[src/rtl/zrc_pkg.sv]
package zrc_pkg;

    typedef enum logic {
        VAR_SHORT = 1'b0,
        VAR_FULL  = 1'b1
    } zrc_variant_e;

    // Operand width rounded up to the next power of two
    function automatic int padded_width(input int n);
        return 1 << $clog2(n);
    endfunction

    // Width of the count port for a given variant
    function automatic int result_width(input int n, input zrc_variant_e v);
        return (v == VAR_FULL) ? $clog2(n + 1) : $clog2(n);
    endfunction

endpackage

[src/rtl/zrc_steer.sv]
// Orients the operand so that the scan always starts at the top bit,
// then pads with zeros on the far side up to a power of two.
module zrc_steer #(
    parameter int N = 16,
    parameter int P = 16
) (
    input  logic [N-1:0] operand,
    input  logic         lead_sel,
    output logic [P-1:0] vec
);
    logic [N-1:0] flipped;
    logic [N-1:0] picked;

    for (genvar i = 0; i < N; i++) begin : g_flip
        assign flipped[i] = operand[N-1-i];
    end

    assign picked = lead_sel ? operand : flipped;

    if (P == N) begin : g_exact
        assign vec = picked;
    end else begin : g_pad
        assign vec = {picked, {(P-N){1'b0}}};
    end

    always_comb begin
        // The first scanned bit is the MSB in leading mode and the LSB in trailing mode
        assert_scan_start_R2: assert (vec[P-1] == (lead_sel ? operand[N-1] : operand[0]));
    end
endmodule

[src/rtl/zrc_tree.sv]
// Recursive halving network: level l holds P>>l nodes, each one merging
// two children with a single word multiplexer.
module zrc_tree #(
    parameter  int P = 16,
    localparam int K = $clog2(P)
) (
    input  logic [P-1:0] vec,
    output logic         root_vld,
    output logic [K-1:0] root_cnt
);
    for (genvar l = 0; l <= K; l++) begin : g_lvl
        localparam int W = P >> l;
        logic [W-1:0] v;
        logic [K-1:0] c [W];

        if (l == 0) begin : g_leaf
            // Node 0 sits at the scan start
            for (genvar i = 0; i < W; i++) begin : g_bit
                assign v[i] = vec[P-1-i];
                assign c[i] = '0;
            end
        end else begin : g_merge
            for (genvar j = 0; j < W; j++) begin : g_node
                assign v[j] = g_lvl[l-1].v[2*j] | g_lvl[l-1].v[2*j+1];
                assign c[j] = g_lvl[l-1].v[2*j] ? g_lvl[l-1].c[2*j]
                                                : (g_lvl[l-1].c[2*j+1] | K'(1 << (l-1)));
            end
        end
    end

    assign root_vld = g_lvl[K].v[0];
    assign root_cnt = g_lvl[K].c[0];

    always_comb begin
        assert_root_flag_R1: assert (root_vld == (|vec));
        if (root_vld) begin
            assert_first_one_R1: assert (vec[P-1-int'(root_cnt)] &&
                                         ((vec >> (P - int'(root_cnt))) == '0));
        end
    end
endmodule

[src/rtl/zrc_fixup.sv]
// Turns the tree root into the port value: all-zero handling, pad
// correction for non-power-of-two widths, variant trim and mode gating.
module zrc_fixup #(
    parameter int                   N       = 16,
    parameter int                   K       = 4,
    parameter zrc_pkg::zrc_variant_e VARIANT = zrc_pkg::VAR_FULL,
    parameter int                   OW      = 5
) (
    input  logic          root_vld,
    input  logic [K-1:0]  root_cnt,
    input  logic          gate,
    output logic [OW-1:0] result
);
    localparam int P   = 1 << K;
    localparam int PAD = P - N;

    logic [OW-1:0] shaped;

    if (VARIANT == zrc_pkg::VAR_FULL) begin : g_full
        logic [K:0] raw;
        logic [K:0] adj;
        assign raw = root_vld ? {1'b0, root_cnt} : (K+1)'(P);
        if (PAD == 0) begin : g_pow2
            assign adj = raw;
        end else begin : g_sub
            assign adj = raw - (root_vld ? (K+1)'(0) : (K+1)'(PAD));
            always_comb begin
                // A corrected count never exceeds N, so the spare top bit stays clear
                assert_no_overflow_R7: assert (adj[K] == 1'b0);
            end
        end
        assign shaped = adj[OW-1:0];
        always_comb begin
            if (gate && !root_vld) begin
                assert_zero_is_n_R5: assert (int'(result) == N);
            end
        end
    end else begin : g_short
        assign shaped = root_cnt;
    end

    assign result = gate ? shaped : '0;

    always_comb begin
        if (!gate) begin
            assert_idle_zero_R4: assert (result == '0);
        end
        if (gate && root_vld) begin
            assert_in_range_R6: assert (int'(result) < N);
        end
    end
endmodule

[src/rtl/zero_run_counter.sv]
module zero_run_counter #(
    parameter  int                    N       = 16,
    parameter  zrc_pkg::zrc_variant_e VARIANT = zrc_pkg::VAR_FULL,
    localparam int                    OW      = zrc_pkg::result_width(N, VARIANT)
) (
    input  logic          lead_en,
    input  logic          trail_en,
    input  logic [N-1:0]  operand,
    output logic [OW-1:0] count
);
    localparam int P = zrc_pkg::padded_width(N);
    localparam int K = $clog2(P);

    logic [P-1:0] vec;
    logic         root_vld;
    logic [K-1:0] root_cnt;

    zrc_steer #(.N(N), .P(P)) u_steer (
        .operand  (operand),
        .lead_sel (lead_en),
        .vec      (vec)
    );

    zrc_tree #(.P(P)) u_tree (
        .vec      (vec),
        .root_vld (root_vld),
        .root_cnt (root_cnt)
    );

    zrc_fixup #(.N(N), .K(K), .VARIANT(VARIANT), .OW(OW)) u_fixup (
        .root_vld (root_vld),
        .root_cnt (root_cnt),
        .gate     (lead_en | trail_en),
        .result   (count)
    );

    always_comb begin
        if (lead_en && operand[N-1]) begin
            assert_top_bit_R3: assert (count == '0);
        end
        if (!lead_en && trail_en && operand[0]) begin
            assert_low_bit_R2: assert (count == '0);
        end
    end
endmodule

[config.mk]
export PLATFORM = sky130hd
export DESIGN_NAME = zero_run_counter
export DESIGN_NICKNAME = d
export VERILOG_FILES = /design/src/rtl/zrc_pkg.sv /design/src/rtl/zrc_steer.sv /design/src/rtl/zrc_tree.sv /design/src/rtl/zrc_fixup.sv /design/src/rtl/zero_run_counter.sv
export SDC_FILE = /design/constraint.sdc
export NUM_CORES = 1
export LEC_CHECK = 0
export ABC_AREA = 1
export BUFFER_PORTS_ARGS = -buffer_cell sky130_fd_sc_hd__buf_2
export CORE_AREA = 2 2 39 41
export DETAILED_ROUTE_END_ITERATION = 12
export DIE_AREA = 0 0 41 43
export PLACE_DENSITY_LB_ADDON = 0.1
export SYNTH_ARGS = -nofsm -noshare
export SYNTH_HDL_FRONTEND = slang
export SYNTH_SLANG_ARGS = --single-unit
[constraint.sdc]
create_clock -name vclk -period 3
set_input_delay 0.9 -clock vclk [all_inputs]
set_output_delay 0.9 -clock vclk [all_outputs]
set_load 0.1 [all_outputs]
# Yosys cells after proc, flatten, opt, wreduce, memory -nomap -nowiden
# Index checks and enable logic that the tools add are counted.
dict set report totals {
  in_bits 18
  elab_cells 34
  reg_bits 0
  output_inout_bits 5
}
dict set report op_classes {
  bitwise_logic 16
  muxes 18
}
# op count
set op_table {}
lappend op_table {{$mux W16} 1}
lappend op_table {{$mux W4} 4}
lappend op_table {{$or A1 B1 Y1} 16}
lappend op_table {{$mux W5} 2}
lappend op_table {{$mux W1} 8}
lappend op_table {{$mux W2} 2}
lappend op_table {{$mux W3} 1}

# Depth between registers and ports, before layout
# Gate-level depths: netlist of the first run.
dict set report depth {
  word_depth 7
  ltp_mapped 12
  depth_no_buf 10
}

# Cells and area by module
# A second synthesis of the first run with hierarchy kept.
dict set report unflattened {
  cells_unflattened 114
  area_unflattened_um2 553.0
}
# mod cells_per_inst seq_area_each_um2 n_inst area_per_inst_um2
set by_module_without_submodules {}
lappend by_module_without_submodules {zrc_steer 52 0.0 1 284.0}
lappend by_module_without_submodules {zrc_tree 48 0.0 1 214.0}
lappend by_module_without_submodules {zrc_fixup 11 0.0 1 43.8}
lappend by_module_without_submodules {zero_run_counter 3 0.0 1 11.3}

# Worst setup path after synthesis of the first run
# OpenSTA, ideal clock, no wires.
dict set report synth_path {
  kind {in2out}
  from {input port lead_en}
  to {output port count[0]}
  slack_ns -1.059
  arrival_time_ns 3.159
  cell_stages 11
  path_buffers 2
  t_required_ns 2.100
  path_cell_list {buf_6 inv_4 buf_12 nand2_2 nand2_2 nand2_2 nor2_4 nand3_2 nor2_2 nand2_1 nand2_1}
}
dict set report synth_between {
  elab_chain_cells 7
  elab_cells_between_ends 34
  classes_between {mux: 18; bitwise: 16}
}
# element line
set synth_lines {}
lappend synth_lines {{start, declared} zero_run_counter.sv:6} ;# input logic lead_en,
lappend synth_lines {{$mux W16} zrc_steer.sv:18} ;# assign picked = lead_sel ? operand : flipped;
lappend synth_lines {{$mux W1 / $or A1 B1 Y1 (equally long branches)} {zrc_tree.sv:25, zrc_tree.sv:24}}
lappend synth_lines {{$mux W2 (tied with other cells)} zrc_tree.sv:25} ;# assign c[j] = g_lvl[l-1].v[2*j] ? g_lvl[l-1].c[2*j]
lappend synth_lines {{$mux W3 (tied with other cells)} zrc_tree.sv:25}
lappend synth_lines {{$mux W4 / $or A1 B1 Y1 (equally long branches)} {zrc_tree.sv:25, zrc_tree.sv:24}}
lappend synth_lines {{$mux W5} zrc_fixup.sv:22} ;# assign raw = root_vld ? {1'b0, root_cnt} : (K+1)'(P);
lappend synth_lines {{$mux W5 (*)} zrc_fixup.sv:42} ;# assign result = gate ? shaped : '0;
lappend synth_lines {{end, declared} zero_run_counter.sv:9} ;# output logic [OW-1:0] count
# Mark *: on every way between the ends. The rest lies on a longest branch, timed or not.

# Worst setup path after layout of the first run
dict set report layout_path {
  from {input port lead_en}
  to {output port count[1]}
}
dict set report layout_between {
  elab_chain_cells 7
  elab_cells_between_ends 26
  classes_between {mux: 10; bitwise: 16}
}
# element line
set layout_lines {}
lappend layout_lines {{$mux W16} zrc_steer.sv:18}
lappend layout_lines {{$or A1 B1 Y1} zrc_tree.sv:24} ;# assign v[j] = g_lvl[l-1].v[2*j] | g_lvl[l-1].v[2*j+1];
lappend layout_lines {{$mux W2 (tied with other cells)} zrc_tree.sv:25}
lappend layout_lines {{$mux W3 (tied with other cells)} zrc_tree.sv:25}
lappend layout_lines {{$mux W4 / $or A1 B1 Y1 (equally long branches)} {zrc_tree.sv:25, zrc_tree.sv:24}}
lappend layout_lines {{$mux W5} zrc_fixup.sv:22}
lappend layout_lines {{$mux W5 (*)} zrc_fixup.sv:42}
# Marked as above.

==> key figures, run 1 <==
Run status
  – Status: complete, no violations

Global routing
  – Maximum number of pins on one net before global-route repair: 23
  – First-pass GRT wire length: 2350 um
  – Remaining global-route overflow: 0
  – Tot GR Track Use: 17.8%
  – Number of global-route vias before repair: 622
  – Antenna violations before repair: 0

Detailed routing
  – Initial detailed-routing violation count: 5
  – Highest metal used: met3
  – Routed wl met3: 61 um
  – Number of remaining DRC errors: 0
  – Detailed-route via count: 737
  – Drt total wl: 1550 um
  – Final routed wire length divided by cell count: 9.60 um
  – Remaining antenna violation count after routing: 0
  – Via/cell ratio: 4.58
  – Routed length on met1: 667 um
  – First-pass DRT Iterations: 3
  – DR WL met2: 817 um

Setup path
  – Category of the most critical setup path: input port to output port
  – Library cell appearing most often on the critical path: sky130_fd_sc_hd__nand2_2
  – Stage delay of the slowest cell on the critical path: 0.18 ns
  – Kind of cell with the highest combined delay on the critical path: buffers and inverters
  – Critical Path Start Type: input port
  – CP Cell Sequence: buf_16 -> inv_8 -> nand2_1 -> nand2_2 -> nand2_2 -> buf_4 -> a31oi_1 -> nand2_2 -> nor2_4 -> buf_12
  – Total buffers and inverters traversed by the critical path: 4
  – Sort of element at the end of the critical path: output port
  – Required time at the endpoint of the critical path: 2.10 ns
  – CP max FO: 11
  – Slowest library cell on the worst path: sky130_fd_sc_hd__buf_12
  – Worst Path Arrival: 2.05 ns

Placement
  – Count of input and output buffers: 23
  – DP HPWL: 1210 um
  – Post-place instance area: 857 um2
  – Number of placed instances, taps included: 159
  – Final GP Congestion: 0.782

STA
  – RSZ-0062 raised after global routing: yes
  – Worst slew margin relative to its limit: 82.0%
  – Final Cycle Share: 98.4%
  – Achievable Freq: 339 MHz
  – Final critical delay including setup and external delays: 2.95 ns
  – Number of slew-limit violations in the final report: 0
  – Sum of negative setup slack: 0 ns
  – Final Hold Vio Count: 0
  – Total of endpoints with negative setup slack in the final report: 0
  – Slew of the pin with the lowest slew margin: 0.270 ns
  – Post-route worst hold slack: 2.37 ns

Cells and area
  – Number of cells in the finished layout apart from fillers: 161
  – Commonest cells after routing, fill and taps aside: 37 x sky130_fd_sc_hd__nand2_1, 17 x sky130_fd_sc_hd__nand2_2, 17 x sky130_fd_sc_hd__buf_2
  – Share of final-layout standard cells stronger than drive strength 1: 50.3%
  – Leading cell type in the layout, fill and taps excluded: sky130_fd_sc_hd__nand2_1
  – Sequential cell area: 0 um2
  – Utilization after layout: 69.6%
  – Number of diodes: 0
  – Total of clock buffers placed in the layout: 0
  – Finished Cell Area: 963 um2
  – Sequential cells: 0
  – Area Growth Syn to Fin: 72.6%
  – Nets@finish: 165

Floorplan
  – Count of pins on the block boundary: 23
  – Row count: 14
  – Die Outline Area: 1760 um2
  – Initial core utilization: 40.3%
  – Width of the die: 41 um
  – CORE AREA: 1380 um2
  – Height of the chip: 43 um

Synthesis
  – Number of library cell types mapped by synthesis: 17
  – Mapped Nets: 134
  – Portion of the post-synthesis area used by sequential elements: 0%
  – Yosys warnings: 0
  – Instance count of the mapped netlist: 116
  – Synthesized area per cell: 4.81 um2
  – Cell area after synthesis: 558 um2

Min path
  – Hold EP: count[0]
  – Origin of the worst min-delay path: operand[8]
  – Path class of the lowest-slack min-delay path: input port to output port
  – Hold path cells: 7

Run
  – MaxCap Viol Count: 0

Clock network
  – Post-CTS setup buffers: 0

Pwr
  – Cell leakage power: 0.000521 uW
  – Total power divided by cell area: 145 nW/um2
  – Maximum ir drop on the vdd rail: 0.0816 mV
-- cell families after synthesis --
kind of cell	share of synthesized area (%)
AND/OR/NAND/NOR	63.2
buffers and inverters	24.7
AO/OA/AOI/OAI	12.1
-- worst max-delay path by stage --
stage               slack [ns]        to     from  cells past startpoint
finish                    0.05  count[1]  lead_en                     10
global route             -0.01  count[1]  lead_en                     11
CTS                      0.006  count[1]  lead_en                     11
detailed placement       -0.20  count[1]  lead_en                     11
global placement         -0.15  count[0]  lead_en                      9
floorplan                -0.36  count[0]  lead_en                     11
-- timing repair --
item / in CTS / in global routing
endpoints found under the setup margin: 5 / 4
hold buffers: 0 / 0
resized for setup: 15 / 13
pin swaps: 6 / 14
gates cloned: 1 / 1
-- metrics by stage --
step	worst slack [ns]	power, uW
CTS	0.00616	129
finish	0.0467	139
global placement	-0.151	119
floorplan	-0.365	89.2
global route	-0.00957	151
detailed placement	-0.196	121
-- synthesized netlist by cell type --
library cell               instances  area, um2
sky130_fd_sc_hd__inv_4             1       6.26
sky130_fd_sc_hd__nand3_2           1       10.0
sky130_fd_sc_hd__o21ai_0           8       40.0
sky130_fd_sc_hd__a21oi_1           2       10.0
sky130_fd_sc_hd__buf_6             2       22.5
sky130_fd_sc_hd__a31oi_1           2       12.5
sky130_fd_sc_hd__nand4_1           1       6.26
sky130_fd_sc_hd__nand2_1          49        184
sky130_fd_sc_hd__o21ai_1           1       5.00
sky130_fd_sc_hd__nor2_1            9       33.8
sky130_fd_sc_hd__buf_12            1       20.0
sky130_fd_sc_hd__nand2_2           9       56.3
sky130_fd_sc_hd__nand3_1           3       15.0
sky130_fd_sc_hd__inv_1            20       75.1
sky130_fd_sc_hd__nor2_2            4       25.0
sky130_fd_sc_hd__nor2_4            2       22.5
sky130_fd_sc_hd__clkbuf_8          1       13.8
-- where the power goes --
group | switching, uW | internal (uW) | total, uW
combinational | 82.2 | 57.1 | 139
clock | 0 | 0 | 0
sequential | 0 | 0 | 0
total | 82.2 | 57.1 | 139
-- layer usage --
metal | global-route usage, % | up-vias
met3 | 0 | 0
met5 | 0 | -
met4 | 0 | 0
met2 | 31.3 | 18
li1 | - | 407
met1 | 24.7 | 312
-- area by class of cell --
class / instances / area [um2]
fillers: 122 / 420
well taps: 16 / 20.0
inverters: 21 / 86.3
multi-input cells: 91 / 546
repair inverters: 1 / 6.26
repair buffers: 32 / 305
(Power assumes the default switching activity.)
==> run 2, diff against run 1 <==
Settings changed: RECOVER_POWER set to 100, SYNTH_HIERARCHICAL set to 1.
==> key figures, run 2 <==
Floorplan
  – Height of the chip: 43 um
  – Die Outline Area: 1760 um2
  – Width of the die: 41 um
  – Count of pins on the block boundary: 23
  – Initial core utilization: 40.0%
  – CORE AREA: 1380 um2
  – Row count: 14

Global routing
  – Number of global-route vias before repair: 641
  – Maximum number of pins on one net before global-route repair: 17
  – First-pass GRT wire length: 2390 um
  – Tot GR Track Use: 18.2%
  – Remaining global-route overflow: 0
  – Antenna violations before repair: 0

STA
  – Final critical delay including setup and external delays: 3.13 ns
  – Least setup slack across all paths after layout: -0.134 ns
  – Final Hold Vio Count: 0
  – Slew of the pin with the lowest slew margin: 0.193 ns
  – Worst slew margin relative to its limit: 87.1%
  – Number of slew-limit violations in the final report: 0
  – Total of endpoints with negative setup slack in the final report: 5
  – RSZ-0062 raised after global routing: yes
  – Achievable Freq: 319 MHz
  – Final Cycle Share: 104%

Synthesis
  – Portion of the post-synthesis area used by sequential elements: 0%
  – Mapped Nets: 132
  – Cell area after synthesis: 553 um2
  – Top cells by count, synth: 44 x sky130_fd_sc_hd__nand2_1, 21 x sky130_fd_sc_hd__nand2_2, 19 x sky130_fd_sc_hd__inv_1, 15 x sky130_fd_sc_hd__nor2_1, 3 x sky130_fd_sc_hd__o21ai_0
  – Yosys warnings: 6
  – Instance count of the mapped netlist: 114
  – Synthesized area per cell: 4.85 um2
  – Library cell occupying the most area in the post-synthesis netlist: sky130_fd_sc_hd__nand2_1
  – Number of library cell types mapped by synthesis: 14
  – Top cells by area, synth: sky130_fd_sc_hd__nand2_1 30%, sky130_fd_sc_hd__nand2_2 24%, sky130_fd_sc_hd__inv_1 13%, sky130_fd_sc_hd__nor2_1 10%, sky130_fd_sc_hd__buf_6 4.1%
  – Most used standard cell by instance count after synthesis: sky130_fd_sc_hd__nand2_1
  – Proportion of netlist area held by the largest area contributor: 29.9%

Setup path
  – Slowest library cell on the worst path: sky130_fd_sc_hd__buf_12
  – CP max FO: 8
  – Category of the most critical setup path: input port to output port
  – Worst Path Arrival: 2.23 ns
  – Required time at the endpoint of the critical path: 2.10 ns
  – Library cell appearing most often on the critical path: sky130_fd_sc_hd__nand2_1
  – Critical Path Start Type: input port
  – Stage delay of the slowest cell on the critical path: 0.18 ns
  – Sort of element at the end of the critical path: output port
  – CP Cell Sequence: buf_12 -> buf_12 -> nand2_4 -> nand2_2 -> buf_4 -> inv_1 -> nand2_1 -> nor2_2 -> nand2_1 -> nand2_1 -> nand2_1 -> nand2_1 -> inv_1 -> nor2_4 -> buf_12

Pwr
  – Maximum ir drop on the vdd rail: 0.0797 mV
  – Cell leakage power: 0.000577 uW
  – Total power divided by cell area: 174 nW/um2

Cells and area
  – Area Growth Syn to Fin: 86.2%
  – Sequential cell area: 0 um2
  – Share of final-layout standard cells stronger than drive strength 1: 54.9%
  – Utilization after layout: 74.4%
  – Commonest cells after routing, fill and taps aside: 40 x sky130_fd_sc_hd__nand2_1, 19 x sky130_fd_sc_hd__nand2_2, 17 x sky130_fd_sc_hd__buf_2
  – Combined area of the multi-input logic cells: 538 um2
  – Number of cells in the finished layout apart from fillers: 169
  – Number of diodes: 0
  – Nets@finish: 173
  – Sequential cells: 0
  – Number of fill cells in the layout: 104
  – Total of clock buffers placed in the layout: 0
  – Leading cell type in the layout, fill and taps excluded: sky130_fd_sc_hd__nand2_1

Detailed routing
  – Via/cell ratio: 4.50
  – DR WL met2: 885 um
  – Final routed wire length divided by cell count: 9.39 um
  – Remaining antenna violation count after routing: 0
  – Highest metal used: met4
  – Number of remaining DRC errors: 0
  – First-pass DRT Iterations: 4
  – Detailed-route via count: 761
  – Routed length on met1: 638 um
  – Routed wl met3: 41 um
  – Drt total wl: 1590 um
  – Initial detailed-routing violation count: 13

Run status
  – Failing checks: negative setup slack
  – Status: complete, but fails checks

Placement
  – DP HPWL: 1120 um
  – Count of input and output buffers: 23
  – Final GP Congestion: 0.771
  – Number of placed instances, taps included: 159

Run
  – MaxCap Viol Count: 0

Min path
  – Path class of the lowest-slack min-delay path: input port to output port

Clock network
  – Hold Buf Count CTS: 0
run 2: changes by cell type after synthesis, moves of 3 or more:
| cell | delta |
|---|---|
| sky130_fd_sc_hd__nand2_2 | +12 |
| sky130_fd_sc_hd__nand3_1 | -3 |
| sky130_fd_sc_hd__nand2_1 | -5 |
| sky130_fd_sc_hd__nor2_1 | +6 |
| sky130_fd_sc_hd__o21ai_0 | -5 |
run 2: logic make-up (layout without fill, tap and decap cells):
group / Yosys count / in the layout / share of synthesized area [%]
AO/OA/AOI/OAI: 5 / 5 / 4.52
buffers and inverters: 23 / 62 / 22.6
AND/OR/NAND/NOR: 86 / 86 / 72.9
run 2: area by class of cell:
| cell class | instances | area share (%) |
|---|---|---|
| multi-input combinational | 91 | 52.2 |
| tap | 16 | 1.94 |
| timing repair buffer | 42 | 37.8 |
| inverter | 20 | 8.02 |
run 2: worst paths after layout:
| kind | endpoint | depth (start not counted) | startpoint | slack (ns) |
|---|---|---|---|---|
| worst max-delay path | count[0] | 15 | lead_en | -0.13 |
| worst min-delay path | count[4] | 6 | trail_en | 2.30 |
run 2: through the flow:
| stage | hold slack (ns) | setup TNS [ns] | worst slack [ns] | cell area, um2 | power [uW] |
|---|---|---|---|---|---|
| 2_1_floorplan | 2.11 | -1.07 | -0.231 | 604 | 101 |
| 3_3_place_gp | 2.29 | -1.68 | -0.353 | 826 | 145 |
| 3_5_place_dp | 2.30 | -1.79 | -0.372 | 826 | 146 |
| 4_1_cts | 2.30 | -0.534 | -0.159 | 941 | 161 |
| 5_1_grt | 2.32 | -1.03 | -0.231 | 1030 | 193 |
| 6_report | 2.30 | -0.526 | -0.134 | 1030 | 179 |
run 2: worst max-delay path, delay by kind of cell:
family | cells | cell delay (ns)
simple gates | 9 | 0.65
buf+inv | 6 | 0.67
run 2: repair_timing:
action                                  CTS  global route
setup buffers                             7             3
pin swaps                                 8            13
gates resized for setup                  17            15
endpoints found under the setup margin    5             5
hold endpoints to repair                  0             0
run 2: metal layers:
layer,up-vias,GRT usage (%)
met3,2,0
met4,0,0
met5,-,0
met1,335,22.2
met2,14,35.0
li1,410,-
run 2: power by group:
group          internal [uW]  switching (uW)  total (uW)  leakage [uW]
logic                   77.3             102         179      0.000577
clock network              0               0           0             0
registers                  0               0           0             0
==> run 3, diff against run 2 <==
Settings changed: ABC_AREA 1 to unset.
==> key figures, run 3 <==
Min path
  – Hold path cells: 4
  – Path class of the lowest-slack min-delay path: input port to output port

Floorplan
  – Initial core utilization: 31.4%
  – Height of the chip: 43 um
  – CORE AREA: 1380 um2
  – Die Outline Area: 1760 um2
  – Width of the die: 41 um
  – Count of pins on the block boundary: 23
  – Row count: 14

Cells and area
  – Leading cell type in the layout, fill and taps excluded: sky130_fd_sc_hd__buf_2
  – Nets@finish: 104
  – Number of fill cells in the layout: 122
  – Area Growth Syn to Fin: 89.9%
  – Share of final-layout standard cells stronger than drive strength 1: 77.4%
  – Commonest cells after routing, fill and taps aside: 17 x sky130_fd_sc_hd__buf_2, 10 x sky130_fd_sc_hd__mux2_4, 10 x sky130_fd_sc_hd__buf_4
  – Sequential cells: 0
  – Total of clock buffers placed in the layout: 0
  – Number of diodes: 0
  – Finished Cell Area: 825 um2
  – Sequential cell area: 0 um2
  – Utilization after layout: 59.6%
  – Number of cells in the finished layout apart from fillers: 100

STA
  – Total of endpoints with negative setup slack in the final report: 5
  – Final critical delay including setup and external delays: 3.55 ns
  – Final Cycle Share: 118%
  – Worst slew margin relative to its limit: 78.1%
  – Slew of the pin with the lowest slew margin: 0.327 ns
  – RSZ-0062 raised after global routing: yes
  – Least setup slack across all paths after layout: -0.548 ns
  – Final Hold Vio Count: 0
  – Number of slew-limit violations in the final report: 0
  – Achievable Freq: 282 MHz

Synthesis
  – Instance count of the mapped netlist: 49
  – Mux share of post-synthesis cell area: 50.1%
  – Basic-gate share of the synthesized area counting and, or, nand and nor cells: 27.4%
  – Most used standard cell by instance count after synthesis: sky130_fd_sc_hd__mux2_4
  – Portion of the post-synthesis area used by sequential elements: 0%
  – Top cells by area, synth: sky130_fd_sc_hd__mux2_4 35%, sky130_fd_sc_hd__mux2_2 16%, sky130_fd_sc_hd__and3_1 5.8%, sky130_fd_sc_hd__nor2_1 5.2%, sky130_fd_sc_hd__buf_12 4.6%
  – Top cells by count, synth: 10 x sky130_fd_sc_hd__mux2_4, 6 x sky130_fd_sc_hd__mux2_2, 6 x sky130_fd_sc_hd__nor2_1, 4 x sky130_fd_sc_hd__and3_1
  – Mapped Nets: 67
  – Number of library cell types mapped by synthesis: 20
  – Combinational family with the most area after synthesis: multiplexers
  – Share of the synthesized netlist area taken by xor and xnor gates: 0%
  – Yosys warnings: 6
  – Proportion of netlist area held by the largest area contributor: 34.6%
  – Library cell occupying the most area in the post-synthesis netlist: sky130_fd_sc_hd__mux2_4
  – Synthesized area per cell: 8.86 um2
  – Share of the synthesized area in compound gates (AO/OA/AOI/OAI): 12.7%
  – Cell area after synthesis: 434 um2
  – Adder-cell share of the synthesized area: 0%

Detailed routing
  – Via/cell ratio: 4.98
  – Detailed-route via count: 498
  – Drt total wl: 1120 um
  – Initial detailed-routing violation count: 6
  – First-pass DRT Iterations: 4
  – Final routed wire length divided by cell count: 11.2 um
  – Number of remaining DRC errors: 0
  – Remaining antenna violation count after routing: 0

Global routing
  – Met2 track demand over resource in global routing: 22.5%
  – Remaining global-route overflow: 0
  – Tot GR Track Use: 13.4%
  – Antenna violations before repair: 0
  – Number of global-route vias before repair: 436
  – Met3 routing resource usage after global routing: 0%
  – GR Layer Usage met1: 19.6%
  – Most used routing layer: met2
  – Maximum number of pins on one net before global-route repair: 6
  – First-pass GRT wire length: 1780 um

Pwr
  – Total power divided by cell area: 164 nW/um2
  – Power after layout: 135 uW
  – Cell leakage power: 0.000408 uW
  – Maximum ir drop on the vdd rail: 0.0854 mV

Run status
  – Status: complete, but fails checks
  – Failing checks: negative setup slack

Setup path
  – CP Cell Sequence: buf_8 -> buf_6 -> mux2_4 -> or4_4 -> nor2b_4 -> nand2_4 -> buf_6 -> nor2b_4 -> buf_12
  – Category of the most critical setup path: input port to output port
  – Required time at the endpoint of the critical path: 2.10 ns
  – Critical path launch point: lead_en
  – End of the critical path: count[4]
  – Critical Path Start Type: input port
  – CP max FO: 5
  – Stage delay of the slowest cell on the critical path: 0.56 ns
  – Sort of element at the end of the critical path: output port
  – Slowest library cell on the worst path: sky130_fd_sc_hd__or4_4
  – Worst Path Arrival: 2.65 ns

Placement
  – Count of input and output buffers: 23
  – Final GP Congestion: 0.763
  – Post-place instance area: 712 um2
  – Number of placed instances, taps included: 97
  – DP HPWL: 866 um

Run
  – MaxCap Viol Count: 0

Clock network
  – Hold Buf Count CTS: 0
run 3: changes by cell type after synthesis, moves of 3 or more:
| cell | change |
|---|---|
| sky130_fd_sc_hd__o21ai_0 | -3 |
| sky130_fd_sc_hd__mux2_4 | +10 |
| sky130_fd_sc_hd__and3_1 | +4 |
| sky130_fd_sc_hd__nor2_1 | -9 |
| sky130_fd_sc_hd__nand2_2 | -21 |
| sky130_fd_sc_hd__nand2_1 | -42 |
| sky130_fd_sc_hd__inv_1 | -16 |
| sky130_fd_sc_hd__mux2_2 | +6 |
run 3: worst max-delay path, delay by kind of cell:
| family | cells | cell delay (ns) |
|---|---|---|
| multiplexers | 1 | 0.30 |
| AND/OR/NAND/NOR | 4 | 0.92 |
| buffers and inverters | 4 | 0.53 |
run 3: layout make-up:
class                           count  area, um2  share of cell area [%]
Multi-Input combinational cell     44        443                    53.7
Inverter                            3       11.3                    1.37
Tap cell                           16       20.0                    2.43
Timing Repair Buffer               37        350                    42.5
run 3: metal layers:
layer  up-vias  wire, um
met4         0         0
met1       224       505
met3         0        65
met5         -         0
li1        257         -
met2        17       550
run 3: cells by family (layout without fill, tap and decap cells):
| logic type | after synthesis | in the layout |
|---|---|---|
| compound gates | 8 | 8 |
| buf+inv | 5 | 40 |
| mux | 16 | 16 |
| simple gates | 20 | 20 |
run 3: timing repair:
item | 4_1_cts | 5_1_grt
pin swaps | 2 | 2
setup buffers | 2 | 0
resized for setup | 10 | 7
setup endpoints to repair | 5 | 5
cloned | 1 | 0
hold endpoints to repair | 0 | 0
run 3: worst min-delay path by stage:
stage | slack [ns] | start | to
2_1_floorplan | 2.19 | operand[15] | count[4]
3_3_place_gp | 2.39 | trail_en | count[4]
3_5_place_dp | 2.39 | trail_en | count[4]
4_1_cts | 2.39 | trail_en | count[4]
5_1_grt | 2.44 | trail_en | count[4]
6_report | 2.41 | trail_en | count[4]
run 3: per-stage QoR:
step / TNS (ns) / hold WS (ns) / setup slack [ns]
3_5_place_dp: -2.89 / 2.39 / -0.665
4_1_cts: -2.56 / 2.39 / -0.557
6_report: -2.52 / 2.41 / -0.548
2_1_floorplan: -2.62 / 2.19 / -0.638
3_3_place_gp: -2.91 / 2.39 / -0.649
5_1_grt: -2.84 / 2.44 / -0.608
run 3: report_power, final:
group / total [uW] / switching (uW) / leakage (uW) / internal, uW
Sequential: 0 / 0 / 0 / 0
Clock: 0 / 0 / 0 / 0
Combinational: 135 / 61.7 / 0.000408 / 73.5
Total: 135 / 61.7 / 0.000408 / 73.5
